<file path="config.mk">
export PLATFORM = sky130hd
export DESIGN_NAME = hvi_directory
export DESIGN_NICKNAME = d
export VERILOG_FILES = /design/src/rtl/hvi_pkg.sv /design/src/rtl/hvi_req_arbiter.sv /design/src/rtl/hvi_dir_table.sv /design/src/rtl/hvi_inv_queue.sv /design/src/rtl/hvi_directory.sv
export SDC_FILE = /design/constraint.sdc
export NUM_CORES = 1
export LEC_CHECK = 0
export ABC_AREA = 0
export BUFFER_PORTS_ARGS = -buffer_cell sky130_fd_sc_hd__buf_2
export CORE_AREA = 4 4 123 102
export CTS_BUF_LIST = sky130_fd_sc_hd__clkbuf_16
export CTS_CLUSTER_SIZE = 8
export DETAILED_ROUTE_END_ITERATION = 10
export DIE_AREA = 0 0 127 106
export PLACE_DENSITY_LB_ADDON = 0.1
export SLEW_MARGIN = 15
export SYNTH_ARGS = -nofsm -noshare
export SYNTH_HDL_FRONTEND = slang
export SYNTH_SLANG_ARGS = --single-unit
</file>
<file path="constraint.sdc">
create_clock -name clk -period 3.8 [get_ports clk]
set_clock_uncertainty 0.1 [all_clocks]
set_input_delay 0.19 -clock clk [delete_from_list [all_inputs] [get_ports clk]]
set_output_delay 0.19 -clock clk [all_outputs]
set_load 0.05 [all_outputs]
</file>
<file path="src/rtl/hvi_pkg.sv">
// Package: shared request encoding for the hierarchical VI directory.
// Assumes: exactly one request kind is active per cycle (chosen by the arbiter).
package hvi_pkg;
    typedef enum logic [1:0] {
        REQ_NONE  = 2'd0,
        REQ_WRITE = 2'd1,
        REQ_READ  = 2'd2,
        REQ_EVICT = 2'd3
    } req_kind_e;
endpackage

</file>
<file path="src/rtl/hvi_req_arbiter.sv">
// Module: fixed-priority request arbiter (write > read > eviction).
// Assumes: 'hold' is high whenever the invalidation queue cannot take a new entry;
// all readies are then low.
module hvi_req_arbiter
    import hvi_pkg::*;
(
    input  logic      hold,
    input  logic      wr_valid,
    input  logic      rd_valid,
    input  logic      ev_valid,
    output logic      wr_ready,
    output logic      rd_ready,
    output logic      ev_ready,
    output req_kind_e kind
);
    // Readies: a lower-priority channel is ready only when no higher one is valid.
    always_comb begin
        wr_ready = !hold;
        rd_ready = !hold && !wr_valid;
        ev_ready = !hold && !wr_valid && !rd_valid;
    end

    // Accepted kind for this cycle.
    always_comb begin
        if (hold)          kind = REQ_NONE;
        else if (wr_valid) kind = REQ_WRITE;
        else if (rd_valid) kind = REQ_READ;
        else if (ev_valid) kind = REQ_EVICT;
        else               kind = REQ_NONE;
    end
endmodule

</file>
<file path="src/rtl/hvi_dir_table.sv">
// Module: per-line Valid/Invalid state and hierarchical sharer vectors.
// Sharer vector layout: bits [NUM_GPUS-1:0] one per GPU (home bit never set),
// bits [NUM_GPUS+MODS_PER_GPU-1:NUM_GPUS] one per module of the home GPU.
// Assumes: at most one request per cycle; writes commit at once, no acks.
module hvi_dir_table
    import hvi_pkg::*;
#(
    parameter int NUM_GPUS     = 4,
    parameter int MODS_PER_GPU = 4,
    parameter int NUM_LINES    = 8,
    parameter int HOME_GPU     = 0,
    localparam int SW     = NUM_GPUS + MODS_PER_GPU,
    localparam int GPU_W  = $clog2(NUM_GPUS),
    localparam int MOD_W  = $clog2(MODS_PER_GPU),
    localparam int LINE_W = $clog2(NUM_LINES)
) (
    input  logic              clk,
    input  logic              rst_n,
    input  req_kind_e         kind,
    input  logic [GPU_W-1:0]  gpu,
    input  logic [MOD_W-1:0]  mod,
    input  logic [LINE_W-1:0] line,
    output logic              inv_push,
    output logic [SW-1:0]     inv_mask
);
    logic [SW-1:0]        sharers_q [NUM_LINES];
    logic [NUM_LINES-1:0] valid_q;
    logic [SW-1:0]        cur;
    logic [SW-1:0]        req_bit;
    logic [SW-1:0]        nxt;
    logic                 upd;

    // Requester bit: whole GPU when remote, single module when on the home GPU.
    always_comb begin
        req_bit = '0;
        if (gpu == GPU_W'(HOME_GPU)) req_bit[NUM_GPUS + int'(mod)] = 1'b1;
        else                         req_bit[gpu] = 1'b1;
    end

    // Next sharer vector and invalidation mask for the accepted request.
    always_comb begin
        cur      = sharers_q[line];
        nxt      = cur;
        upd      = 1'b0;
        inv_mask = '0;
        inv_push = 1'b0;
        unique case (kind)
            REQ_READ: begin
                nxt = cur | req_bit;
                upd = 1'b1;
            end
            REQ_WRITE: begin
                nxt      = req_bit;
                upd      = 1'b1;
                inv_mask = cur & ~req_bit;
                inv_push = |(cur & ~req_bit);
            end
            REQ_EVICT: begin
                nxt = cur & ~req_bit;
                upd = valid_q[line];
            end
            default: ;
        endcase
    end

    // State update: line is Valid exactly while some sharer bit remains.
    always_ff @(posedge clk) begin
        if (!rst_n) begin
            for (int i = 0; i < NUM_LINES; i++) sharers_q[i] <= '0;
            valid_q <= '0;
        end else if (upd) begin
            sharers_q[line] <= nxt;
            valid_q[line]   <= |nxt;
        end
    end

    // after a write, the line is Valid and holds exactly one sharer.
    p_write_single_sharer_r5: assert property (@(posedge clk) disable iff (!rst_n)
        (kind == REQ_WRITE) |=> (valid_q[$past(line)] && $onehot(sharers_q[$past(line)])));
    // an eviction never adds sharers to its line.
    p_evict_shrinks_r7: assert property (@(posedge clk) disable iff (!rst_n)
        (kind == REQ_EVICT) |=> ((sharers_q[$past(line)] & ~$past(cur)) == '0));
endmodule

</file>
<file path="src/rtl/hvi_inv_queue.sv">
// Module: invalidation queue. Each entry is one write's sharer mask plus line;
// the head entry is sent one message per set bit, lowest bit first
// (remote GPUs ascending, then home modules ascending).
// Assumes: the producer never pushes while 'full' is high.
module hvi_inv_queue #(
    parameter int NUM_GPUS     = 4,
    parameter int MODS_PER_GPU = 4,
    parameter int NUM_LINES    = 8,
    parameter int HOME_GPU     = 0,
    parameter int DEPTH        = 2,
    localparam int SW     = NUM_GPUS + MODS_PER_GPU,
    localparam int SEL_W  = $clog2(SW),
    localparam int GPU_W  = $clog2(NUM_GPUS),
    localparam int MOD_W  = $clog2(MODS_PER_GPU),
    localparam int LINE_W = $clog2(NUM_LINES),
    localparam int PTR_W  = (DEPTH > 1) ? $clog2(DEPTH) : 1,
    localparam int CNT_W  = $clog2(DEPTH + 1)
) (
    input  logic              clk,
    input  logic              rst_n,
    input  logic              push,
    input  logic [SW-1:0]     push_mask,
    input  logic [LINE_W-1:0] push_line,
    output logic              full,
    output logic              inv_valid,
    input  logic              inv_ready,
    output logic              inv_to_gpu,
    output logic [GPU_W-1:0]  inv_gpu,
    output logic [MOD_W-1:0]  inv_mod,
    output logic [LINE_W-1:0] inv_line
);
    logic [SW-1:0]     mask_q [DEPTH];
    logic [LINE_W-1:0] line_q [DEPTH];
    logic [PTR_W-1:0]  rd_ptr, wr_ptr;
    logic [CNT_W-1:0]  count;
    logic [SW-1:0]     head;
    logic [SEL_W-1:0]  sel;
    logic              found;
    logic              take, pop;

    // Head entry and its lowest pending target.
    always_comb begin
        head  = mask_q[rd_ptr];
        sel   = '0;
        found = 1'b0;
        for (int i = 0; i < SW; i++) begin
            if (!found && head[i]) begin
                sel   = SEL_W'(i);
                found = 1'b1;
            end
        end
    end

    // Message decode and handshake bookkeeping.
    always_comb begin
        full       = (count == CNT_W'(DEPTH));
        inv_valid  = (count != '0);
        inv_to_gpu = (int'(sel) < NUM_GPUS);
        inv_gpu    = inv_to_gpu ? GPU_W'(sel) : GPU_W'(HOME_GPU);
        inv_mod    = inv_to_gpu ? '0 : MOD_W'(int'(sel) - NUM_GPUS);
        inv_line   = line_q[rd_ptr];
        take       = inv_valid && inv_ready;
        pop        = take && ((head & ~(SW'(1) << sel)) == '0);
    end

    // Queue storage, pointers and per-message bit clearing.
    always_ff @(posedge clk) begin
        if (!rst_n) begin
            rd_ptr <= '0;
            wr_ptr <= '0;
            count  <= '0;
            for (int i = 0; i < DEPTH; i++) begin
                mask_q[i] <= '0;
                line_q[i] <= '0;
            end
        end else begin
            if (take) mask_q[rd_ptr][sel] <= 1'b0;
            if (push) begin
                mask_q[wr_ptr] <= push_mask;
                line_q[wr_ptr] <= push_line;
                wr_ptr <= (int'(wr_ptr) == DEPTH - 1) ? '0 : wr_ptr + 1'b1;
            end
            if (pop) rd_ptr <= (int'(rd_ptr) == DEPTH - 1) ? '0 : rd_ptr + 1'b1;
            count <= count + CNT_W'(push) - CNT_W'(pop);
        end
    end

    // the producer is held off while the queue is full.
    p_no_overflow_r9: assert property (@(posedge clk) disable iff (!rst_n)
        push |-> !full);
    // a stalled message stays unchanged.
    p_inv_hold_r8: assert property (@(posedge clk) disable iff (!rst_n)
        (inv_valid && !inv_ready) |=> (inv_valid && $stable(inv_gpu) && $stable(inv_mod)
                                       && $stable(inv_to_gpu) && $stable(inv_line)));
endmodule

</file>
<file path="src/rtl/hvi_directory.sv">
// Module: top of the hierarchical VI home directory. Arbitrates the write,
// read and eviction channels, updates the sharer table, pulses read responses
// and write completions one cycle after acceptance, and drains invalidations.
// Assumes: synchronous active-low reset; no acknowledgment path exists.
module hvi_directory
    import hvi_pkg::*;
#(
    parameter int NUM_GPUS     = 4,
    parameter int MODS_PER_GPU = 4,
    parameter int NUM_LINES    = 8,
    parameter int HOME_GPU     = 0,
    parameter int INV_DEPTH    = 2,
    localparam int SW     = NUM_GPUS + MODS_PER_GPU,
    localparam int GPU_W  = $clog2(NUM_GPUS),
    localparam int MOD_W  = $clog2(MODS_PER_GPU),
    localparam int LINE_W = $clog2(NUM_LINES)
) (
    input  logic              clk,
    input  logic              rst_n,
    input  logic              wr_valid,
    output logic              wr_ready,
    input  logic [GPU_W-1:0]  wr_gpu,
    input  logic [MOD_W-1:0]  wr_mod,
    input  logic [LINE_W-1:0] wr_line,
    input  logic              rd_valid,
    output logic              rd_ready,
    input  logic [GPU_W-1:0]  rd_gpu,
    input  logic [MOD_W-1:0]  rd_mod,
    input  logic [LINE_W-1:0] rd_line,
    input  logic              ev_valid,
    output logic              ev_ready,
    input  logic [GPU_W-1:0]  ev_gpu,
    input  logic [MOD_W-1:0]  ev_mod,
    input  logic [LINE_W-1:0] ev_line,
    output logic              rsp_valid,
    output logic [GPU_W-1:0]  rsp_gpu,
    output logic [MOD_W-1:0]  rsp_mod,
    output logic [LINE_W-1:0] rsp_line,
    output logic              wdone_valid,
    output logic [GPU_W-1:0]  wdone_gpu,
    output logic [MOD_W-1:0]  wdone_mod,
    output logic [LINE_W-1:0] wdone_line,
    output logic              inv_valid,
    input  logic              inv_ready,
    output logic              inv_to_gpu,
    output logic [GPU_W-1:0]  inv_gpu,
    output logic [MOD_W-1:0]  inv_mod,
    output logic [LINE_W-1:0] inv_line
);
    req_kind_e         kind;
    logic              q_full;
    logic              q_push;
    logic [SW-1:0]     q_mask;
    logic [GPU_W-1:0]  sel_gpu;
    logic [MOD_W-1:0]  sel_mod;
    logic [LINE_W-1:0] sel_line;

    hvi_req_arbiter u_arb (
        .hold     (q_full),
        .wr_valid (wr_valid),
        .rd_valid (rd_valid),
        .ev_valid (ev_valid),
        .wr_ready (wr_ready),
        .rd_ready (rd_ready),
        .ev_ready (ev_ready),
        .kind     (kind)
    );

    // Fields of the accepted request.
    always_comb begin
        unique case (kind)
            REQ_WRITE: begin sel_gpu = wr_gpu; sel_mod = wr_mod; sel_line = wr_line; end
            REQ_READ:  begin sel_gpu = rd_gpu; sel_mod = rd_mod; sel_line = rd_line; end
            REQ_EVICT: begin sel_gpu = ev_gpu; sel_mod = ev_mod; sel_line = ev_line; end
            default:   begin sel_gpu = '0;     sel_mod = '0;     sel_line = '0;      end
        endcase
    end

    hvi_dir_table #(
        .NUM_GPUS(NUM_GPUS), .MODS_PER_GPU(MODS_PER_GPU),
        .NUM_LINES(NUM_LINES), .HOME_GPU(HOME_GPU)
    ) u_table (
        .clk      (clk),
        .rst_n    (rst_n),
        .kind     (kind),
        .gpu      (sel_gpu),
        .mod      (sel_mod),
        .line     (sel_line),
        .inv_push (q_push),
        .inv_mask (q_mask)
    );

    hvi_inv_queue #(
        .NUM_GPUS(NUM_GPUS), .MODS_PER_GPU(MODS_PER_GPU),
        .NUM_LINES(NUM_LINES), .HOME_GPU(HOME_GPU), .DEPTH(INV_DEPTH)
    ) u_invq (
        .clk        (clk),
        .rst_n      (rst_n),
        .push       (q_push),
        .push_mask  (q_mask),
        .push_line  (sel_line),
        .full       (q_full),
        .inv_valid  (inv_valid),
        .inv_ready  (inv_ready),
        .inv_to_gpu (inv_to_gpu),
        .inv_gpu    (inv_gpu),
        .inv_mod    (inv_mod),
        .inv_line   (inv_line)
    );

    // Read-response and write-completion pulses, one cycle after acceptance.
    always_ff @(posedge clk) begin
        if (!rst_n) begin
            rsp_valid   <= 1'b0;
            wdone_valid <= 1'b0;
            rsp_gpu     <= '0; rsp_mod   <= '0; rsp_line   <= '0;
            wdone_gpu   <= '0; wdone_mod <= '0; wdone_line <= '0;
        end else begin
            rsp_valid   <= (kind == REQ_READ);
            wdone_valid <= (kind == REQ_WRITE);
            if (kind == REQ_READ) begin
                rsp_gpu <= sel_gpu; rsp_mod <= sel_mod; rsp_line <= sel_line;
            end
            if (kind == REQ_WRITE) begin
                wdone_gpu <= sel_gpu; wdone_mod <= sel_mod; wdone_line <= sel_line;
            end
        end
    end

    // a lower-priority channel is never taken beside a valid higher one.
    p_priority_r2: assert property (@(posedge clk) disable iff (!rst_n)
        ((rd_valid && rd_ready) |-> !wr_valid) and
        ((ev_valid && ev_ready) |-> (!wr_valid && !rd_valid)));
    // accepted read is answered on the next cycle.
    p_read_resp_r3: assert property (@(posedge clk) disable iff (!rst_n)
        (rd_valid && rd_ready) |=> (rsp_valid && rsp_line == $past(rd_line)
                                    && rsp_gpu == $past(rd_gpu) && rsp_mod == $past(rd_mod)));
    // accepted write completes on the next cycle, ack-free.
    p_write_done_r4: assert property (@(posedge clk) disable iff (!rst_n)
        (wr_valid && wr_ready) |=> (wdone_valid && wdone_line == $past(wr_line)));
    // a full invalidation queue blocks every channel.
    p_stall_r9: assert property (@(posedge clk) disable iff (!rst_n)
        q_full |-> (!wr_ready && !rd_ready && !ev_ready));
endmodule

</file>
==> results.yml <==
worst_setup_path:
  crit_path_cell_trace: "nor2b_4 -> nor2_4 -> o21ai_2 -> buf_4 -> ha_4 -> a222oi_1 -> buf_4 -> buf_8 -> buf_4 -> mux2_2 -> o22a_1 -> nand4b_1 -> o2111a_2 -> nand3_2 -> nand2_4 -> ha_4 -> inv_2 -> ha_4 -> xor2_1 -> xnor2_1 -> nor2_1"
  worstPathMaxFanout: 6
  cp_slowest_cell: "mux2_2"
  crit_path_start_kind: "flip-flop"
  crit_required_ns: 3.99
  cpPeakStageDelay_ns: 0.34
  crit_path_end_kind: "flip-flop"
  worst-setup-path-type: "flip-flop to flip-flop"
  arrival_ns: 4.04
logic_synthesis:
  synthArstFlopShare: 0
  synthCells: 591
  synthDistinctLibCells: 71
  yosysTopAreaCell: "edfxtp_1"
  synth-edff-count: 86
  yosysSeqAreaShare: 0.526
  ys_ff_latch: 115
  yosysTopAreaCellShare: 0.430
  yosys-top-cells-area: "edfxtp_1 (43%), dfxtp_1 (9.7%), nor2_1 (7.2%)"
  syn_avg_cell_area_sq_um: 10.2
  syn_area_sq_um: 6010
  mappedNetlistNets: 624
  ys.flop_type: "edfxtp_1"
  ys_warn_count: 0
global_routing:
  grt-ovfl-total: 0
  grt_pass1_vias: 5346
  grtUsageTotal: 0.285
  grt_max_degree: 26
  antenna_found_initial: 0
  grt_first_pass_wirelength_mm: 29.5
sta:
  setup_violations: 12
  finalMaxSlewViolations: 0
  tightest_slew_ns: 0.682
  fmax_mhz: 259
  timing.final.ws_setup_ns: -0.0544
  hold_viol: 0
  grt_setup_unrepaired: "yes"
  fin_crit_sh: 1.01
  hold_slack_ns: 0.281
  relSlewSlack: 0.545
  period_needed_ns: 3.85
placement:
  place.gp.congestion: 0.921
  post-dp-hpwl_mm: 13.1
  io_buffers: 54
  dp_cells: 833
floorplan:
  start_util: 0.532
  die_area_sq_um: 13500
  rows: 35
  die_w_um: 127
  ios: 55
  die-height_um: 106
  core_area_sq_um: 11300
clock_tree:
  cts_made_buffers: 17
  cts.sinks: 115
  clk-insertion-delay-late_ns: 0.41
  cts_tree: "done"
  cts_buffer_depth: 2
  root_buffer: "clkbuf_16"
  htreeDepth: 4
  hold_buffers: 0
  clkTransAtPathRegs_ns: 0.06
routing:
  first_pass_iters: 7
  drc_errors: 0
  via_per_inst: 6.04
  drt-initial-drc-count: 646
  wl_per_cell_um: 21.3
  ant_nets: 0
  drt-total-wl_mm: 19.0
  vias: 5372
worst_hold_path:
  hp-class: "input pin to flip-flop"
cells_and_area:
  fin_cells: 890
  fill_cells: 813
  mostFrequentLayoutCells: "nor2_1 (110), edfxtp_1 (86), buf_4 (85)"
  syn_to_final_growth_pct: 37.7
  diodes: 0
  final_nets: 762
  drive_gt1_frac: 0.394
  layout_commonest_cell: "nor2_1"
run_status:
  outcome: "finished, violations left"
  violations: "negative setup slack"
power:
  powerDensity_nw_per_um2: 779
  leakage_nw: 3.22
  irDropWorstVdd_uv: 478
job:
  drv_cap: 0
-- logic make-up after synthesis --
logic type               Yosys count  share of synthesized area
flip-flops                       115                      0.526
multiplexers                      32                     0.0547
AO/OA/AOI/OAI                    127                      0.157
adder cells (fa/ha/maj)            6                     0.0125
XOR/XNOR                           3                    0.00437
AND/OR/NAND/NOR                  244                      0.199
buffers and inverters             64                     0.0462
-- registers in the layout, indices dropped and copies added, names as in the netlist, named ones only --
register	cells
wdone_gpu	2
u_invq.count	2
rsp_mod	2
u_table.sharers_q	64
u_invq.wr_ptr	1
rsp_line	3
u_invq.mask_q	16
rsp_gpu	2
u_invq.rd_ptr	1
wdone_mod	2
u_invq.line_q	6
wdone_line	3
rsp_valid	1
wdone_valid	1
u_table.valid_q	8
-- per-stage QoR --
stage	TNS, ns	total power, mW	area [sq um]	setup WS, ns	util
after floorplan	-0.691	3.29	6120	-0.182	-
after global placement	-2.02	4.16	7010	-0.156	0.621
after detailed placement	-8.86	4.20	7010	-0.193	0.621
after CTS	-0.455	6.07	7910	-0.0778	0.700
after global routing	-2.69	6.73	8280	-0.177	0.733
final	-0.215	6.45	8280	-0.0544	0.733
-- cell usage after synthesis, drive strengths merged (10+ instances only) --
cell	count
dfxtp	29
mux2i	25
nor3	26
o22ai	14
buf	18
nor2	117
o21ai	29
a21oi	22
edfxtp	86
nand3b	10
nand2	28
and2	11
inv	24
clkbuf	21
-- routing by layer --
layer  up-vias  global-route usage  share of wire
met5         -                   0              0
met4         0              0.0896          0.015
met3        30              0.0693          0.082
met2       248               0.429           0.46
met1      2635               0.407           0.45
li1       2459                   -              -
-- path summary, 6_finish.rpt --
check / from / endpoint / slack, ns / cells after the start
hold reg to reg: wdone_line[2]$_SDFFE_PN0P_ / wdone_line[2]$_SDFFE_PN0P_ / 0.39 / 2
setup reg to reg: u_invq.count[1]$_SDFF_PN0_ / u_invq.count[1]$_SDFF_PN0_ / -0.05 / 21
setup / recovery: u_invq.count[1]$_SDFF_PN0_ / u_invq.count[1]$_SDFF_PN0_ / -0.05 / 21
hold / removal: rst_n / wdone_valid$_SDFF_PN0_ / 0.28 / 3
-- critical path: cells and delay by family, from the launching register on --
family | cells | cell delay, ns
AO/OA/AOI/OAI | 4 | 0.82
buffers and inverters | 5 | 0.69
AND/OR/NAND/NOR | 6 | 0.68
adder cells (fa/ha/maj) | 3 | 0.47
multiplexers | 1 | 0.34
flip-flops | 1 | 0.32
XOR/XNOR | 2 | 0.30
-- area by class of cell --
cell class / instances / area [sq um] / share of cell area
Clock buffer: 17 / 425 / 0.0514
Clock inverter: 15 / 191 / 0.0231
Sequential cell: 115 / 3170 / 0.382
Inverter: 25 / 96.3 / 0.0116
Tap cell: 148 / 185 / 0.0224
Multi-Input combinational cell: 415 / 3080 / 0.372
Timing Repair Buffer: 155 / 1140 / 0.137
-- where the power goes --
part / internal, mW / switching (mW)
combinational: 1.26 / 1.83
clock: 1.09 / 0.591
sequential: 1.56 / 0.110
-- timing repair --
item / 4_1_cts / 5_1_grt
setup buffers: 13 / 10
resized for setup: 36 / 70
endpoints found under the setup margin: 112 / 113
gates cloned: 1 / 3
pin swaps: 21 / 22
Note: power is estimated with default switching activity, not from simulation.
